<file path="src/rtl/wballoc_pkg.sv">
package wballoc_pkg;

    typedef enum logic [2:0] {
        CMD_READ    = 3'd0,
        CMD_WRITE   = 3'd1,
        CMD_SCOND   = 3'd2,
        CMD_WBACK   = 3'd3,
        CMD_FILL_RO = 3'd4,
        CMD_FILL_RW = 3'd5
    } cmd_e;

    typedef enum logic [1:0] {
        RSP_HIT    = 2'd0,
        RSP_MISS   = 2'd1,
        RSP_FWD    = 2'd2,
        RSP_SCFAIL = 2'd3
    } rsp_e;

    typedef enum logic [1:0] {
        S_IDLE   = 2'd0,
        S_LOOKUP = 2'd1,
        S_STALL  = 2'd2
    } fsm_e;

    typedef struct packed {
        logic valid;
        logic writable;
        logic dirty;
    } line_st_t;

endpackage

</file>
<file path="src/rtl/wballoc_arrays.sv">
module wballoc_arrays
    import wballoc_pkg::*;
#(
    parameter int SET_W  = 2,
    parameter int WAYS   = 2,
    parameter int TAG_W  = 6,
    parameter int DATA_W = 16,
    localparam int SETS  = 1 << SET_W,
    localparam int WAY_W = (WAYS > 1) ? $clog2(WAYS) : 1
) (
    input  logic                           clk,
    input  logic                           rst_n,
    input  logic [SET_W-1:0]               rd_set,
    output line_st_t [WAYS-1:0]            rd_state,
    output logic [WAYS-1:0][TAG_W-1:0]     rd_tag,
    output logic [WAYS-1:0][DATA_W-1:0]    rd_data,
    output logic [WAY_W-1:0]               rd_rr,
    input  logic                           wr_en,
    input  logic [WAY_W-1:0]               wr_way,
    input  line_st_t                       wr_state,
    input  logic [TAG_W-1:0]               wr_tag,
    input  logic [DATA_W-1:0]              wr_data,
    input  logic                           rr_adv
);

    line_st_t          st_q   [SETS][WAYS];
    logic [TAG_W-1:0]  tag_q  [SETS][WAYS];
    logic [DATA_W-1:0] data_q [SETS][WAYS];
    logic [WAY_W-1:0]  rr_q   [SETS];

    always_ff @(posedge clk) begin
        if (!rst_n) begin
            for (int s = 0; s < SETS; s++) begin
                rr_q[s] <= '0;
                for (int w = 0; w < WAYS; w++) begin
                    st_q[s][w]   <= '0;
                    tag_q[s][w]  <= '0;
                    data_q[s][w] <= '0;
                end
            end
        end else begin
            if (wr_en) begin
                st_q[rd_set][wr_way]   <= wr_state;
                tag_q[rd_set][wr_way]  <= wr_tag;
                data_q[rd_set][wr_way] <= wr_data;
            end
            if (rr_adv) begin
                rr_q[rd_set] <= (rr_q[rd_set] == WAY_W'(WAYS - 1)) ? '0 : rr_q[rd_set] + 1'b1;
            end
        end
    end

    for (genvar w = 0; w < WAYS; w++) begin : g_rd
        assign rd_state[w] = st_q[rd_set][w];
        assign rd_tag[w]   = tag_q[rd_set][w];
        assign rd_data[w]  = data_q[rd_set][w];
    end

    assign rd_rr = rr_q[rd_set];

endmodule

</file>
<file path="src/rtl/wballoc_waysel.sv">
module wballoc_waysel
    import wballoc_pkg::*;
#(
    parameter int LINE_AW = 8,
    parameter int SET_W   = 2,
    parameter int WAYS    = 2,
    parameter int PEND_N  = 2,
    localparam int TAG_W  = LINE_AW - SET_W,
    localparam int WAY_W  = (WAYS > 1) ? $clog2(WAYS) : 1
) (
    input  line_st_t [WAYS-1:0]         rd_state,
    input  logic [WAYS-1:0][TAG_W-1:0]  rd_tag,
    input  logic [TAG_W-1:0]            look_tag,
    input  logic [SET_W-1:0]            look_set,
    input  logic [WAY_W-1:0]            rr_ptr,
    input  logic [PEND_N-1:0]           pend_valid,
    input  logic [PEND_N*LINE_AW-1:0]   pend_addr,
    output logic                        hit,
    output logic [WAY_W-1:0]            hit_way,
    output logic [WAY_W-1:0]            vic_way,
    output logic                        vic_valid,
    output logic                        vic_dirty,
    output logic [LINE_AW-1:0]          vic_addr,
    output logic                        vic_blocked
);

    logic [WAYS-1:0]   way_match;
    logic [PEND_N-1:0] pend_hit;
    logic              free_found;
    logic [WAY_W-1:0]  free_way;
    line_st_t          vic_st;

    for (genvar w = 0; w < WAYS; w++) begin : g_match
        assign way_match[w] = rd_state[w].valid && (rd_tag[w] == look_tag);
    end

    // scan downward so the lowest index wins for both searches
    always_comb begin
        hit_way    = '0;
        free_found = 1'b0;
        free_way   = '0;
        for (int w = WAYS - 1; w >= 0; w--) begin
            if (way_match[w]) begin
                hit_way = WAY_W'(w);
            end
            if (!rd_state[w].valid) begin
                free_found = 1'b1;
                free_way   = WAY_W'(w);
            end
        end
    end

    assign hit       = |way_match;
    assign vic_way   = free_found ? free_way : rr_ptr;
    assign vic_st    = rd_state[vic_way];
    assign vic_valid = vic_st.valid;
    assign vic_dirty = vic_st.dirty;
    assign vic_addr  = {rd_tag[vic_way], look_set};

    for (genvar p = 0; p < PEND_N; p++) begin : g_pend
        assign pend_hit[p] = pend_valid[p] && (pend_addr[p*LINE_AW +: LINE_AW] == vic_addr);
    end

    assign vic_blocked = vic_valid && (|pend_hit);

endmodule

</file>
<file path="src/rtl/wballoc_wbq.sv">
module wballoc_wbq #(
    parameter int W     = 24,
    parameter int DEPTH = 2,
    localparam int PTR_W = (DEPTH > 1) ? $clog2(DEPTH) : 1,
    localparam int CNT_W = $clog2(DEPTH + 1)
) (
    input  logic         clk,
    input  logic         rst_n,
    input  logic         push,
    input  logic [W-1:0] push_data,
    output logic         full,
    output logic         out_valid,
    input  logic         out_ready,
    output logic [W-1:0] out_data
);

    logic [W-1:0]     mem_q [DEPTH];
    logic [PTR_W-1:0] wr_ptr_q;
    logic [PTR_W-1:0] rd_ptr_q;
    logic [CNT_W-1:0] count_q;
    logic             pop;
    logic             put;

    assign pop       = out_valid && out_ready;
    assign put       = push && !full;
    assign full      = (count_q == CNT_W'(DEPTH));
    assign out_valid = (count_q != '0);
    assign out_data  = mem_q[rd_ptr_q];

    always_ff @(posedge clk) begin
        if (put) begin
            mem_q[wr_ptr_q] <= push_data;
        end
    end

    always_ff @(posedge clk) begin
        if (!rst_n) begin
            wr_ptr_q <= '0;
            rd_ptr_q <= '0;
            count_q  <= '0;
        end else begin
            if (put) begin
                wr_ptr_q <= (wr_ptr_q == PTR_W'(DEPTH - 1)) ? '0 : wr_ptr_q + 1'b1;
            end
            if (pop) begin
                rd_ptr_q <= (rd_ptr_q == PTR_W'(DEPTH - 1)) ? '0 : rd_ptr_q + 1'b1;
            end
            unique case ({put, pop})
                2'b10:   count_q <= count_q + 1'b1;
                2'b01:   count_q <= count_q - 1'b1;
                default: count_q <= count_q;
            endcase
        end
    end

endmodule

</file>
<file path="src/rtl/wballoc_cache.sv">
module wballoc_cache
    import wballoc_pkg::*;
#(
    parameter int LINE_AW   = 8,
    parameter int SET_W     = 2,
    parameter int WAYS      = 2,
    parameter int DATA_W    = 16,
    parameter int PEND_N    = 2,
    parameter int WBQ_DEPTH = 2
) (
    input  logic                      clk,
    input  logic                      rst_n,
    input  logic                      req_valid,
    output logic                      req_ready,
    input  logic [2:0]                req_cmd,
    input  logic [LINE_AW-1:0]        req_addr,
    input  logic [DATA_W-1:0]         req_data,
    output logic                      rsp_valid,
    output logic [1:0]                rsp_kind,
    output logic [DATA_W-1:0]         rsp_data,
    input  logic [PEND_N-1:0]         pend_valid,
    input  logic [PEND_N*LINE_AW-1:0] pend_addr,
    output logic                      wbq_valid,
    input  logic                      wbq_ready,
    output logic [LINE_AW-1:0]        wbq_addr,
    output logic [DATA_W-1:0]         wbq_data
);

    localparam int TAG_W = LINE_AW - SET_W;
    localparam int WAY_W = (WAYS > 1) ? $clog2(WAYS) : 1;
    localparam int WBQ_W = LINE_AW + DATA_W;

    fsm_e                       state_q, state_d;
    cmd_e                       cmd_q;
    logic [LINE_AW-1:0]         addr_q;
    logic [DATA_W-1:0]          data_q;

    logic [SET_W-1:0]           look_set;
    logic [TAG_W-1:0]           look_tag;
    line_st_t [WAYS-1:0]        rd_state;
    logic [WAYS-1:0][TAG_W-1:0] rd_tag;
    logic [WAYS-1:0][DATA_W-1:0] rd_data;
    logic [WAY_W-1:0]           rd_rr;

    logic                       hit;
    logic [WAY_W-1:0]           hit_way;
    logic [WAY_W-1:0]           vic_way;
    logic                       vic_valid;
    logic                       vic_dirty;
    logic [LINE_AW-1:0]         vic_addr;
    logic                       vic_blocked;

    line_st_t                   hit_st;
    logic                       need_excl;
    logic                       perm_ok;
    rsp_e                       act_kind;
    logic [DATA_W-1:0]          act_rdata;
    logic                       upd;
    logic [WAY_W-1:0]           upd_way;
    line_st_t                   upd_st;
    logic [DATA_W-1:0]          upd_data;
    logic                       alloc;

    logic                       busy;
    logic                       need_push;
    logic                       wbq_full;
    logic                       stall_now;
    logic                       commit;
    logic [WBQ_W-1:0]           wbq_head;

    assign look_set = addr_q[SET_W-1:0];
    assign look_tag = addr_q[LINE_AW-1:SET_W];

    wballoc_arrays #(
        .SET_W (SET_W),
        .WAYS  (WAYS),
        .TAG_W (TAG_W),
        .DATA_W(DATA_W)
    ) u_arrays (
        .clk     (clk),
        .rst_n   (rst_n),
        .rd_set  (look_set),
        .rd_state(rd_state),
        .rd_tag  (rd_tag),
        .rd_data (rd_data),
        .rd_rr   (rd_rr),
        .wr_en   (commit && upd),
        .wr_way  (upd_way),
        .wr_state(upd_st),
        .wr_tag  (look_tag),
        .wr_data (upd_data),
        .rr_adv  (commit && alloc && vic_valid)
    );

    wballoc_waysel #(
        .LINE_AW(LINE_AW),
        .SET_W  (SET_W),
        .WAYS   (WAYS),
        .PEND_N (PEND_N)
    ) u_waysel (
        .rd_state   (rd_state),
        .rd_tag     (rd_tag),
        .look_tag   (look_tag),
        .look_set   (look_set),
        .rr_ptr     (rd_rr),
        .pend_valid (pend_valid),
        .pend_addr  (pend_addr),
        .hit        (hit),
        .hit_way    (hit_way),
        .vic_way    (vic_way),
        .vic_valid  (vic_valid),
        .vic_dirty  (vic_dirty),
        .vic_addr   (vic_addr),
        .vic_blocked(vic_blocked)
    );

    wballoc_wbq #(
        .W    (WBQ_W),
        .DEPTH(WBQ_DEPTH)
    ) u_wbq (
        .clk      (clk),
        .rst_n    (rst_n),
        .push     (commit && need_push),
        .push_data({vic_addr, rd_data[vic_way]}),
        .full     (wbq_full),
        .out_valid(wbq_valid),
        .out_ready(wbq_ready),
        .out_data (wbq_head)
    );

    assign wbq_addr = wbq_head[WBQ_W-1:DATA_W];
    assign wbq_data = wbq_head[DATA_W-1:0];

    // outcome of the request held in addr_q/cmd_q/data_q
    always_comb begin
        hit_st    = rd_state[hit_way];
        need_excl = (cmd_q == CMD_WRITE) || (cmd_q == CMD_SCOND);
        perm_ok   = hit && (need_excl ? hit_st.writable : hit_st.valid);
        act_kind  = RSP_MISS;
        act_rdata = '0;
        upd       = 1'b0;
        upd_way   = hit_way;
        upd_st    = hit_st;
        upd_data  = data_q;
        alloc     = 1'b0;
        unique case (cmd_q)
            CMD_READ: begin
                if (perm_ok) begin
                    act_kind  = RSP_HIT;
                    act_rdata = rd_data[hit_way];
                end
            end
            CMD_WRITE, CMD_SCOND: begin
                if (perm_ok) begin
                    act_kind     = RSP_HIT;
                    upd          = 1'b1;
                    upd_st.dirty = 1'b1;
                end else if ((cmd_q == CMD_SCOND) && !hit) begin
                    act_kind = RSP_SCFAIL;
                end
            end
            CMD_WBACK: begin
                if (hit) begin
                    act_kind     = RSP_HIT;
                    upd          = 1'b1;
                    upd_st.dirty = 1'b1;
                end else if (vic_blocked) begin
                    act_kind = RSP_FWD;
                end else begin
                    act_kind = RSP_HIT;
                    upd      = 1'b1;
                    alloc    = 1'b1;
                    upd_way  = vic_way;
                    upd_st   = '{valid: 1'b1, writable: 1'b0, dirty: 1'b1};
                end
            end
            CMD_FILL_RO, CMD_FILL_RW: begin
                if (hit) begin
                    act_kind        = RSP_HIT;
                    upd             = 1'b1;
                    upd_st.writable = (cmd_q == CMD_FILL_RW);
                end else if (vic_blocked) begin
                    act_kind = RSP_FWD;
                end else begin
                    act_kind = RSP_HIT;
                    upd      = 1'b1;
                    alloc    = 1'b1;
                    upd_way  = vic_way;
                    upd_st   = '{valid: 1'b1, writable: (cmd_q == CMD_FILL_RW), dirty: 1'b0};
                end
            end
            default: begin
                act_kind = RSP_MISS;
            end
        endcase
    end

    assign busy      = (state_q != S_IDLE);
    assign need_push = alloc && vic_valid && vic_dirty;
    assign stall_now = busy && need_push && wbq_full;
    assign commit    = busy && !stall_now;

    // next-state logic
    always_comb begin
        state_d = state_q;
        unique case (state_q)
            S_IDLE:   state_d = req_valid ? S_LOOKUP : S_IDLE;
            S_LOOKUP: state_d = stall_now ? S_STALL : S_IDLE;
            S_STALL:  state_d = stall_now ? S_STALL : S_IDLE;
            default:  state_d = S_IDLE;
        endcase
    end

    // state register
    always_ff @(posedge clk) begin
        if (!rst_n) begin
            state_q <= S_IDLE;
        end else begin
            state_q <= state_d;
        end
    end

    // request capture on the accept transition
    always_ff @(posedge clk) begin
        if (!rst_n) begin
            cmd_q  <= CMD_READ;
            addr_q <= '0;
            data_q <= '0;
        end else if ((state_q == S_IDLE) && req_valid) begin
            cmd_q  <= cmd_e'(req_cmd);
            addr_q <= req_addr;
            data_q <= req_data;
        end
    end

    // outputs
    always_comb begin
        req_ready = (state_q == S_IDLE);
        rsp_valid = commit;
        rsp_kind  = act_kind;
        rsp_data  = busy ? act_rdata : '0;
    end

endmodule

</file>
<file path="config.mk">
export PLATFORM = sky130hd
export DESIGN_NAME = wballoc_cache
export DESIGN_NICKNAME = d
export VERILOG_FILES = /design/src/rtl/wballoc_pkg.sv /design/src/rtl/wballoc_arrays.sv /design/src/rtl/wballoc_waysel.sv /design/src/rtl/wballoc_wbq.sv /design/src/rtl/wballoc_cache.sv
export SDC_FILE = /design/constraint.sdc
export NUM_CORES = 1
export LEC_CHECK = 0
export BUFFER_PORTS_ARGS = -buffer_cell sky130_fd_sc_hd__buf_2
export CORE_ASPECT_RATIO = 0.6
export CORE_MARGIN = 3
export CORE_UTILIZATION = 40
export DETAILED_ROUTE_END_ITERATION = 10
export GPL_ROUTABILITY_DRIVEN = 1
export SKIP_LAST_GASP = 1
export SLEW_MARGIN = 30
export SYNTH_ARGS = -nofsm -noshare
export SYNTH_HDL_FRONTEND = slang
export SYNTH_HIERARCHICAL = 1
export SYNTH_SLANG_ARGS = --single-unit
</file>
<file path="constraint.sdc">
create_clock -name clk -period 6.7 [get_ports clk]
set_input_delay 1.34 -clock clk [delete_from_list [all_inputs] [get_ports clk]]
set_output_delay 1.34 -clock clk [all_outputs]
set_load 0.1 [all_outputs]
</file>
# Word-level counts from Yosys, hierarchy flattened
# Memory sizes are Yosys's and may differ from the RTL's. A register that Yosys moved wholly into a read port is not among the register bits.
# Index checks and enable logic that the tools add are counted.
dict set report op_classes {
  n_eq_ne 14
  add_sub_neg 5
  bitwise_logic 1
  muxes 91
  reduce_logical 39
  n_lt_le_gt_ge 4
}
# op n
set op_table {}
lappend op_table {{$mux 16} 8}
lappend op_table {{$mux 32} 3}
lappend op_table {{$mux 1} 37}
lappend op_table {{$mux 12} 3}
lappend op_table {{$mux 2} 18}
lappend op_table {{$mux 6} 6}
lappend op_table {{$reduce_or 32->1} 1}
lappend op_table {{$mux 3} 7}
lappend op_table {{$logic_and 1x1->1} 20}
lappend op_table {{$demux 16 s1} 1}
lappend op_table {{$eq 8x8->1} 2}
lappend op_table {{$eq 6x6->1} 2}
lappend op_table {{$pmux 2 s2} 3}
lappend op_table {{$reduce_or 12->1} 1}
lappend op_table {{$reduce_or 2->1} 5}
lappend op_table {{$demux 6 s1} 1}
lappend op_table {{$eq 2x2->1 const B} 3}
lappend op_table {{$eq 3x2->1 const B} 2}
lappend op_table {{$eq 3x3->1 const B} 2}
lappend op_table {{$pmux 2 s3} 1}
lappend op_table {{$reduce_bool 2->1} 3}
lappend op_table {{$reduce_or 6->1} 1}
lappend op_table {{$eq 2x1->1 const B} 2}
lappend op_table {{$lt 1x2->1 const B} 2}
lappend op_table {{16 further kinds} 20}
dict set report word_totals {
  inputBits 49
  mem_bits_rw 252
  output_inout_bits 45
  n_memories 5
  reg_bits 33
}
# name words width rd rd_ports_with_merged_regs wr line_no
set mem_list {}
lappend mem_list {u_arrays.data_q 4 32 1 1 4 wballoc_arrays.sv:28} ;# logic [DATA_W-1:0] data_q [SETS][WAYS];
lappend mem_list {u_arrays.tag_q 4 12 1 1 4 wballoc_arrays.sv:27} ;# logic [TAG_W-1:0] tag_q [SETS][WAYS];
lappend mem_list {u_wbq.mem_q 2 24 1 1 1 wballoc_wbq.sv:17} ;# logic [W-1:0] mem_q [DEPTH];
lappend mem_list {u_arrays.st_q 4 6 1 1 4 wballoc_arrays.sv:26} ;# line_st_t st_q [SETS][WAYS];
lappend mem_list {u_arrays.rr_q 4 1 1 1 4 wballoc_arrays.sv:29} ;# logic [WAY_W-1:0] rr_q [SETS];

# Depth between registers and ports, before layout
# Gate-level depths: netlist (run 1).
dict set report depth {
  depth_word 25
  depth_mapped 18
}

# By module
# The synthesis (run 1) kept the hierarchy.
# mod cells_each seq_area_each_um2 area_each_um2 n_inst
set modules_own_cells {}
lappend modules_own_cells {wballoc_arrays 569 6095.8 8821.0 1}
lappend modules_own_cells {wballoc_wbq 101 1541.5 1965.6 1}
lappend modules_own_cells {wballoc_cache 228 580.6 1791.7 1}
lappend modules_own_cells {wballoc_waysel 84 0.0 620.6 1}

# Worst setup path after synthesis (run 1)
# OpenSTA, ideal clock, no wires.
dict set report synth_path {
  path_type {register -> register}
  start {reg addr_q[0]}
  end {mem u_arrays/data_q[0][0] (netlist bit), enable pin}
  synth_period_minus_slack_ns 7.175
  path_slack_ns -0.475
  t_arrival_ns 6.733
  stages_incl_launch_ff 17
  setup_ns 0.442
  path_buffers 3
  cell_sequence {dfxtp_1 buf_6 buf_6 mux4_2 nand2b_4 nand2_4 inv_6 mux2_4 a211o_1 o41ai_2 or2_2 a21oi_1 a21oi_1 o21a_1 nand3_1 buf_2 o21ai_0}
}
# item line_no
set synth_lines {}
lappend synth_lines {{start, declared} wballoc_cache.sv:35} ;# logic [LINE_AW-1:0] addr_q;
lappend synth_lines {{start signal, assigned} wballoc_cache.sv:231} ;# addr_q <= req_addr;
lappend synth_lines {{end, declared} wballoc_arrays.sv:28}

# Final worst setup path (run 1)
dict set report layout_path {
  start {reg addr_q[0]}
  end {out rsp_kind[1]}
}
dict set report layout_between {
  elab_chain_cells 7
  elab_cells_between_ends 9
}
# item line_no
set layout_lines {}
lappend layout_lines {{$eq 8x8->1} wballoc_waysel.sv:61} ;# assign pend_hit[p] = pend_valid[p] && (pend_addr[p*LINE_AW +: LINE_AW] == vic_addr);
lappend layout_lines {{$logic_and 1x1->1} wballoc_waysel.sv:61}
lappend layout_lines {{$reduce_or 2->1 (*)} wballoc_waysel.sv:64} ;# assign vic_blocked = vic_valid && (|pend_hit);
lappend layout_lines {{$logic_and 1x1->1 (*)} wballoc_waysel.sv:64}
lappend layout_lines {{via vic_blocked} wballoc_cache.sv:51} ;# logic vic_blocked;
lappend layout_lines {{$mux 2 (*)} {wballoc_cache.sv:167, wballoc_cache.sv:182}}
lappend layout_lines {{$mux 2 (*)} wballoc_cache.sv:163} ;# if (hit) begin
lappend layout_lines {{$pmux 2 s3 (*)} wballoc_cache.sv:146} ;# unique case (cmd_q)
lappend layout_lines {{end, declared} wballoc_cache.sv:19} ;# output logic [1:0] rsp_kind,
# Mark *: on every way through the listed nets, which the timed path passes. The rest lies on a longest branch.

==> metrics.md, run 1 <==
| Metric | Value |
|---|---|
| Result of the run | finished, final reports clean |
| Post-Syn Nets | 1034 |
| Crit path required time | 5.36 ns |
| Fin util | 46.9% |
| Synth Warn # | 6 |
| Seq cells post-synth | 286 |
| Post-CTS setup buffers | 0 |
| Reg clk slew, reported paths | 0.06 ns |
| Total number of vias | 8304 |
| Vias in the first global route | approximately 8100 |
| CTS tree | yes |
| Total CTS buffers | 27 |
| Routability Congestion | between 0.8 and 0.9 |
| Final wirelength | 33500 µm |
| DR DRC count | 0 |
| Row cnt | 50 |
| Fmax | 160 MHz |
| Mapped Cells | 982 |
| Die area | about 35000 µm² |
| Final min period | 6.23 ns |
| Setup WS post-layout | roughly 0.47 ns |
| Final count of hold timing violations | 0 |
| Share of post-route cells with drive strength above 1 | around a quarter |
| Pin count of the biggest net entering global routing | 79 |
| Critical Path AT | a little under 5 ns |
| Cell count after placement | approximately 1400 |
| CTS Hold Bufs | 0 |
| Setup violators final | 0 |
| Sequential fraction of the synthesis area | slightly above 60% |
| Worst min-delay path category | register to register |
| Main synth FF type | edfxtp_1 |
| Fillers | 2815 |
| H-tree depth | 1 |
| CP endpoint kind | primary output |
| Initial DRC Count | between 700 and 800 |
| Clock Tree Buf Depth | 3 |
| Leakage Power | about 4.9 nW |
| First-pass GRT wire length | 51300 µm |
| Hold slack | 0.467 ns |
| Critical path class | register to primary output |
| Area Overhead vs Synth | 13.1% |
| Core Area | 31800 µm² |
| Sink Count | approximately 290 |
| Netlist cell types | 56 |
| Pre-CTS setup slack | between 1 and 1.5 ns |
| Die Ht | approximately 150 µm |
| IO Pins | 94 |
| Clock Skew | 0.0210 ns |
| CTS resizes | 0 |
| M2 GR Usage | 26.9% |
| Peak VDD IR | 0.000204 V |
| CP max FO | 39 |
| Avg Synthesized Cell Area | 13.4 µm² |
| Rel. slew slack | 42.8% |
| Drt first pass iters | 6 |
| Final Max Slew Viols | 0 |
| GRT overflow | 0 |
| I/O Buffers | 93 |
| Final std cells w/o fill | 1493 |
| M3 GR Usage | about 4.6% |
| EDFF count, synth | 249 |
| Asr flop ratio synth | 0% |
| Dpl hpwl | 21700 µm |
| Clk_lat worst skew | 0.55 ns |
| Final period util | between 90% and 100% |
| Antenna violations before repair | 0 |
| Worst slew pin tran | 0.857 ns |
| RSZ-0062 raised after global routing | false |
| Die width | 241 µm |
| Root buffer cell | clkbuf_16 |
| Initial Util | 41.4% |
| PwrDens | 255 nW/µm² |
| Via/cell ratio | ~5.6 |
| WL/cell | approximately 22 µm |
| Post-Syn Area | around 13000 µm² |
| Max cap viols | 0 |
| Worst setup SP type | register |
| Global route hottest layer | met1 |
| Antenna viol nets, final | 0 |
| M1 GR Usage | between 30% and 40% |
| Overall Global Routing Usage | 19.2% |
| Nets | 1107 |
## worst paths after layout
| path | startpoint | endpoint | slack, ns | cells after the start |
|---|---|---|---|---|
| worst max-delay path | addr_q[0]$_SDFFE_PN0P_ | rsp_kind[1] | 0.47 | 11 |
| worst min-delay path | data_q[13]$_SDFFE_PN0P_ | data_q[13]$_SDFFE_PN0P_ | 0.47 | 2 |
| worst max register to register | addr_q[0]$_SDFFE_PN0P_ | u_arrays/tag_q[2][6]$_SDFFCE_PN0P_ | 0.92 | 15 |
| worst min register to register | data_q[13]$_SDFFE_PN0P_ | data_q[13]$_SDFFE_PN0P_ | 0.47 | 2 |
## synthesized netlist by cell type, drive strengths merged (6+ instances only)
| cell type | n | area [µm²] |
|---|---|---|
| a21boi | 29 | 218 |
| a21oi | 9 | 45.0 |
| dfxtp | 37 | 741 |
| clkbuf | 31 | 116 |
| nor2 | 23 | 86.3 |
| nand2 | 73 | 284 |
| mux4 | 51 | 1150 |
| xnor2 | 20 | 175 |
| nor3 | 201 | 1010 |
| nand2b | 9 | 66.3 |
| buf | 49 | 292 |
| edfxtp | 249 | 7480 |
| or2 | 6 | 37.5 |
| clkinv | 25 | 93.8 |
| mux2i | 21 | 210 |
| inv | 14 | 57.6 |
| mux2 | 46 | 522 |
| o21ai | 19 | 95.1 |
| xor2 | 13 | 114 |
## flip-flops by register name (all words and copies together), names as in the netlist, 2 cells and up, named ones only
signal,flops
u_wbq/count_q,2
u_arrays/rr_q,4
addr_q,8
u_arrays/tag_q,48
cmd_q,3
u_wbq/mem_q,48
u_arrays/data_q,128
state_q,2
data_q,16
u_arrays/st_q,24
## cell usage in the layout, fill, tap and decap left out, types with 27 or more instances in the layout
cell type  count
clkbuf_16     27
edfxtp_1     249
nand2_1       71
clkinv_1      34
a21boi_0      27
buf_4         27
mux4_2        51
nor3_1       201
mux2_2        45
buf_2         92
dfxtp_1       34
## critical path, cell delays in order (launching register included)
cell      delay (ns)
dfxtp_4         0.82
mux4_2          0.67
nand2b_4        0.13
nand2_4         0.10
inv_6           0.28
mux2_4          0.35
a211o_1         0.30
o41ai_2         0.58
inv_1           0.20
or2_2           0.33
a21oi_1         0.12
buf_2           0.44
## area by class of cell
type / count / area [µm²] / area share [%]
diodes: 1 / 2.50 / 0.0168
clock buffers: 36 / 709 / 4.75
clock inverters: 14 / 87.6 / 0.587
inverters: 39 / 151 / 1.01
multi-input cells: 577 / 4470 / 30.0
flip-flops and latches: 286 / 8220 / 55.1
well taps: 416 / 520 / 3.49
repair buffers: 124 / 763 / 5.11
## cells by family (layout without fill, tap and decap cells)
family / Yosys count / in the layout / synth area share (%)
compound gates: 73 / 73 / 3.72
xor+xnor: 33 / 33 / 2.19
fa+ha+maj: 3 / 3 / 0.284
buf+inv: 119 / 213 / 4.24
flops: 286 / 286 / 62.3
mux: 118 / 118 / 14.2
other cells: 0 / 1 / 0
simple gates: 350 / 350 / 13.1
## metrics by stage
step / instance area, µm² / total power [mW] / setup TNS, ns
finish: 14900 / 3.81 / 0
global route: 14900 / 3.94 / 0
CTS: 14900 / 3.83 / 0
detailed placement: 14100 / 2.42 / 0
global placement: 14100 / 2.42 / 0
floorplan: 13200 / 2.29 / -58.58
## routing by layer
layer	wire [µm]	up-vias
met5	0	-
met4	357	0
met3	2730	31
met2	13900	296
met1	16500	4126
li1	-	3851
## power by group
| group | switching [mW] | leakage (nW) | internal, mW |
|---|---|---|---|
| logic | 0.237 | 1.74 | 0.126 |
| registers | 0.0335 | 2.82 | 1.99 |
| clock network | 0.644 | 0.384 | 0.780 |
| total | 0.914 | 4.94 | 2.89 |
(Power assumes the default switching activity.)
==> inputs of run 2 (changes only) <==
- SKIP_LAST_GASP: 1 -> unset
- clock period: 6.7 -> 8.05 ns (I/O delays scaled with it)
==> run 2 against run 1 <==
Effect of this change: first-iteration DRC count is 3.7% higher; via count is 2.1% higher; sequential power is 17% lower; combinational power is 16% lower; register-to-register slack better by 1.2 ns; non-clock buffer count is 5 lower.
==> metrics.md, run 2 (same netlist as run 1, synthesis figures left out) <==
| Metric | Value |
|---|---|
| DR WL met2 | approximately 15000 µm |
| Fmax | 145 MHz |
| Leakage Power | 4.95 nW |
| Final Max Slew Viols | 0 |
| Initial DRC Count | slightly above 800 |
| R2R Setup Slk | 2.09 ns |
| Final wirelength | about 35000 µm |
| Die Ht | 147 µm |
| Via/cell ratio | 5.69 |
| Total CTS buffers | 28 |
| IO Pins | 94 |
| CP endpoint kind | primary output |
| Die area | 35300 µm² |
| Largest register FFs | approximately 130 |
| Most common cell after layout, fill and taps aside | edfxtp_1 |
| Post-CTS setup buffers | 0 |
| Fin area | approximately 15000 µm² |
| Root buffer cell | clkbuf_16 |
| Clock Tree Buf Depth | 3 |
| Sink Count | 286 |
| CTS resizes | 0 |
| Rel. slew slack | 34.8% |
| PwrDens | 219 nW/µm² |
| Clk_lat worst skew | 0.56 ns |
| Share of post-route cells with drive strength above 1 | 26.7% |
| Clock Skew | between 0.01 and 0.015 ns |
| Setup WS post-layout | roughly 1.2 ns |
| Overall Global Routing Usage | 19.8% |
| RSZ-0062 raised after global routing | false |
| Row cnt | 50 |
| Pin count of the biggest net entering global routing | 87 |
| Slowest stage cell, crit path | dfxtp_2 |
| Drt first pass iters | 5 |
| CTS Hold Bufs | 0 |
| Pre-CTS setup slack | 1.68 ns |
| Worst min-delay path category | register to register |
| DR DRC count | 0 |
| Top reg by flops | u_arrays/data_q |
| Met3 WL | 2700 µm |
| Critical Path AT | 5.27 ns |
| Area Overhead vs Synth | 13.1% |
| Post-Route Setup TNS | 0 ns |
| Final count of hold timing violations | 0 |
| First-pass GRT wire length | 53100 µm |
| Worst slew pin tran | 0.978 ns |
| Initial Util | 41.4% |
| Final min period | 6.88 ns |
| Dpl cell area | 14000 µm² |
| Hold slack | about 0.47 ns |
| Result of the run | finished, final reports clean |
| Worst setup SP type | register |
| CP Depth | 10 |
| H-tree depth | 1 |
| CP max FO | 30 |
| Crit path cell chain | buf_4 > mux4_2 > nand4_1 > nor4_1 > nor2b_2 > and2_1 > o21ai_0 > or4_1 > nor2_1 > buf_2 |
| GRT overflow | 0 |
| Peak VDD IR | 0.000150 V |
| Antenna viol nets, final | 0 |
| WP buf/inv | 2 |
| Worst setup endpoint | rsp_data[0] |
| Vias in the first global route | 8323 |
| Antenna violations before repair | 0 |
| Delay-heaviest family, CP | simple AND/OR/NAND/NOR gates |
| Final period util | 85.5% |
| Most frequent cells in the layout | edfxtp_1, nor3_1, buf_2 |
| Critical path class | register to primary output |
| Reg clk slew, reported paths | roughly 0.060 ns |
| Reg2reg path depth | 16 |
| Die width | approximately 240 µm |
| Total number of vias | about 8500 |
| Dpl hpwl | 22200 µm |
| Nets | 1103 |
| I/O Buffers | 93 |
| R2r startpoint | addr_q[1]$_SDFFE_PN0P_ |
| Top flop regs | u_arrays/data_q x128, u_arrays/tag_q x48, u_wbq/mem_q x48 |
| Setup violators final | 0 |
| FF-to-FF End | u_arrays/tag_q[3][10]$_SDFFCE_PN0P_ |
| Met1 WL | ~17000 µm |
| Slowest stage delay, CP | 0.87 ns |
| CTS tree | yes |
| WL/cell | approximately 23 µm |
| Crit path required time | 6.44 ns |
| Routability Congestion | 0.885 |
| Core Area | 31800 µm² |
| Max cap viols | 0 |
| Fillers | 2834 |
| DR top layer | met4 |
| Critical path origin | addr_q[1]$_SDFFE_PN0P_ |
run 2: cell types whose count changed in the layout (fill, tap and decap cells not counted), sizes merged:
cell and delta:
buf -5, clkbuf -3, clkinv +3, bufinv +1
clkinvlp +1
run 2: per-stage QoR:
stage	utilization, %	cells	power (mW)
2_1_floorplan	-	982	1.91
3_3_place_gp	44.1	1436	2.01
3_5_place_dp	44.1	1436	2.02
4_1_cts	46.8	1488	3.30
5_1_grt	46.9	1489	3.39
6_report	46.9	1490	3.27
run 2: worst min path at each step:
stage | from | end | depth (start not counted)
after global routing | data_q[7]$_SDFFE_PN0P_ | data_q[7]$_SDFFE_PN0P_ | 2
final | data_q[13]$_SDFFE_PN0P_ | data_q[13]$_SDFFE_PN0P_ | 2
after CTS | data_q[13]$_SDFFE_PN0P_ | data_q[13]$_SDFFE_PN0P_ | 2
after global placement | u_arrays/rr_q[0]$_DFF_P_ | u_arrays/rr_q[0]$_DFF_P_ | 2
after detailed placement | u_arrays/rr_q[0]$_DFF_P_ | u_arrays/rr_q[0]$_DFF_P_ | 2
after floorplan | u_arrays/rr_q[0]$_DFF_P_ | u_arrays/rr_q[0]$_DFF_P_ | 2
run 2: area by class of cell:
cell class,count,area (µm²),share of cell area [%]
well taps,416,520,3.49
diodes,1,2.50,0.0168
flip-flops and latches,286,8220,55.1
multi-input cells,577,4470,29.9
clock inverters,19,144,0.964
inverters,39,151,1.01
clock buffers,33,741,4.96
repair buffers,119,677,4.53
run 2: report_power, final:
group | internal (mW) | leakage (nW) | switching [mW]
sequential | 1.65 | 2.82 | 0.0271
combinational | 0.102 | 1.70 | 0.203
clock | 0.720 | 0.436 | 0.566
run 2: routing by layer:
metal	GRT usage, %	vias up
li1	-	3827
met1	31.0	4301
met2	28.2	314
met3	4.90	38
met4	3.36	0
met5	0	-
run 2: worst register-to-register path, delay by kind of cell, from the launching register on:
family	cells	cell delay, ns
simple gates	4	0.78
buf+inv	4	1.42
flops	1	0.87
mux	2	0.82
compound gates	6	1.73
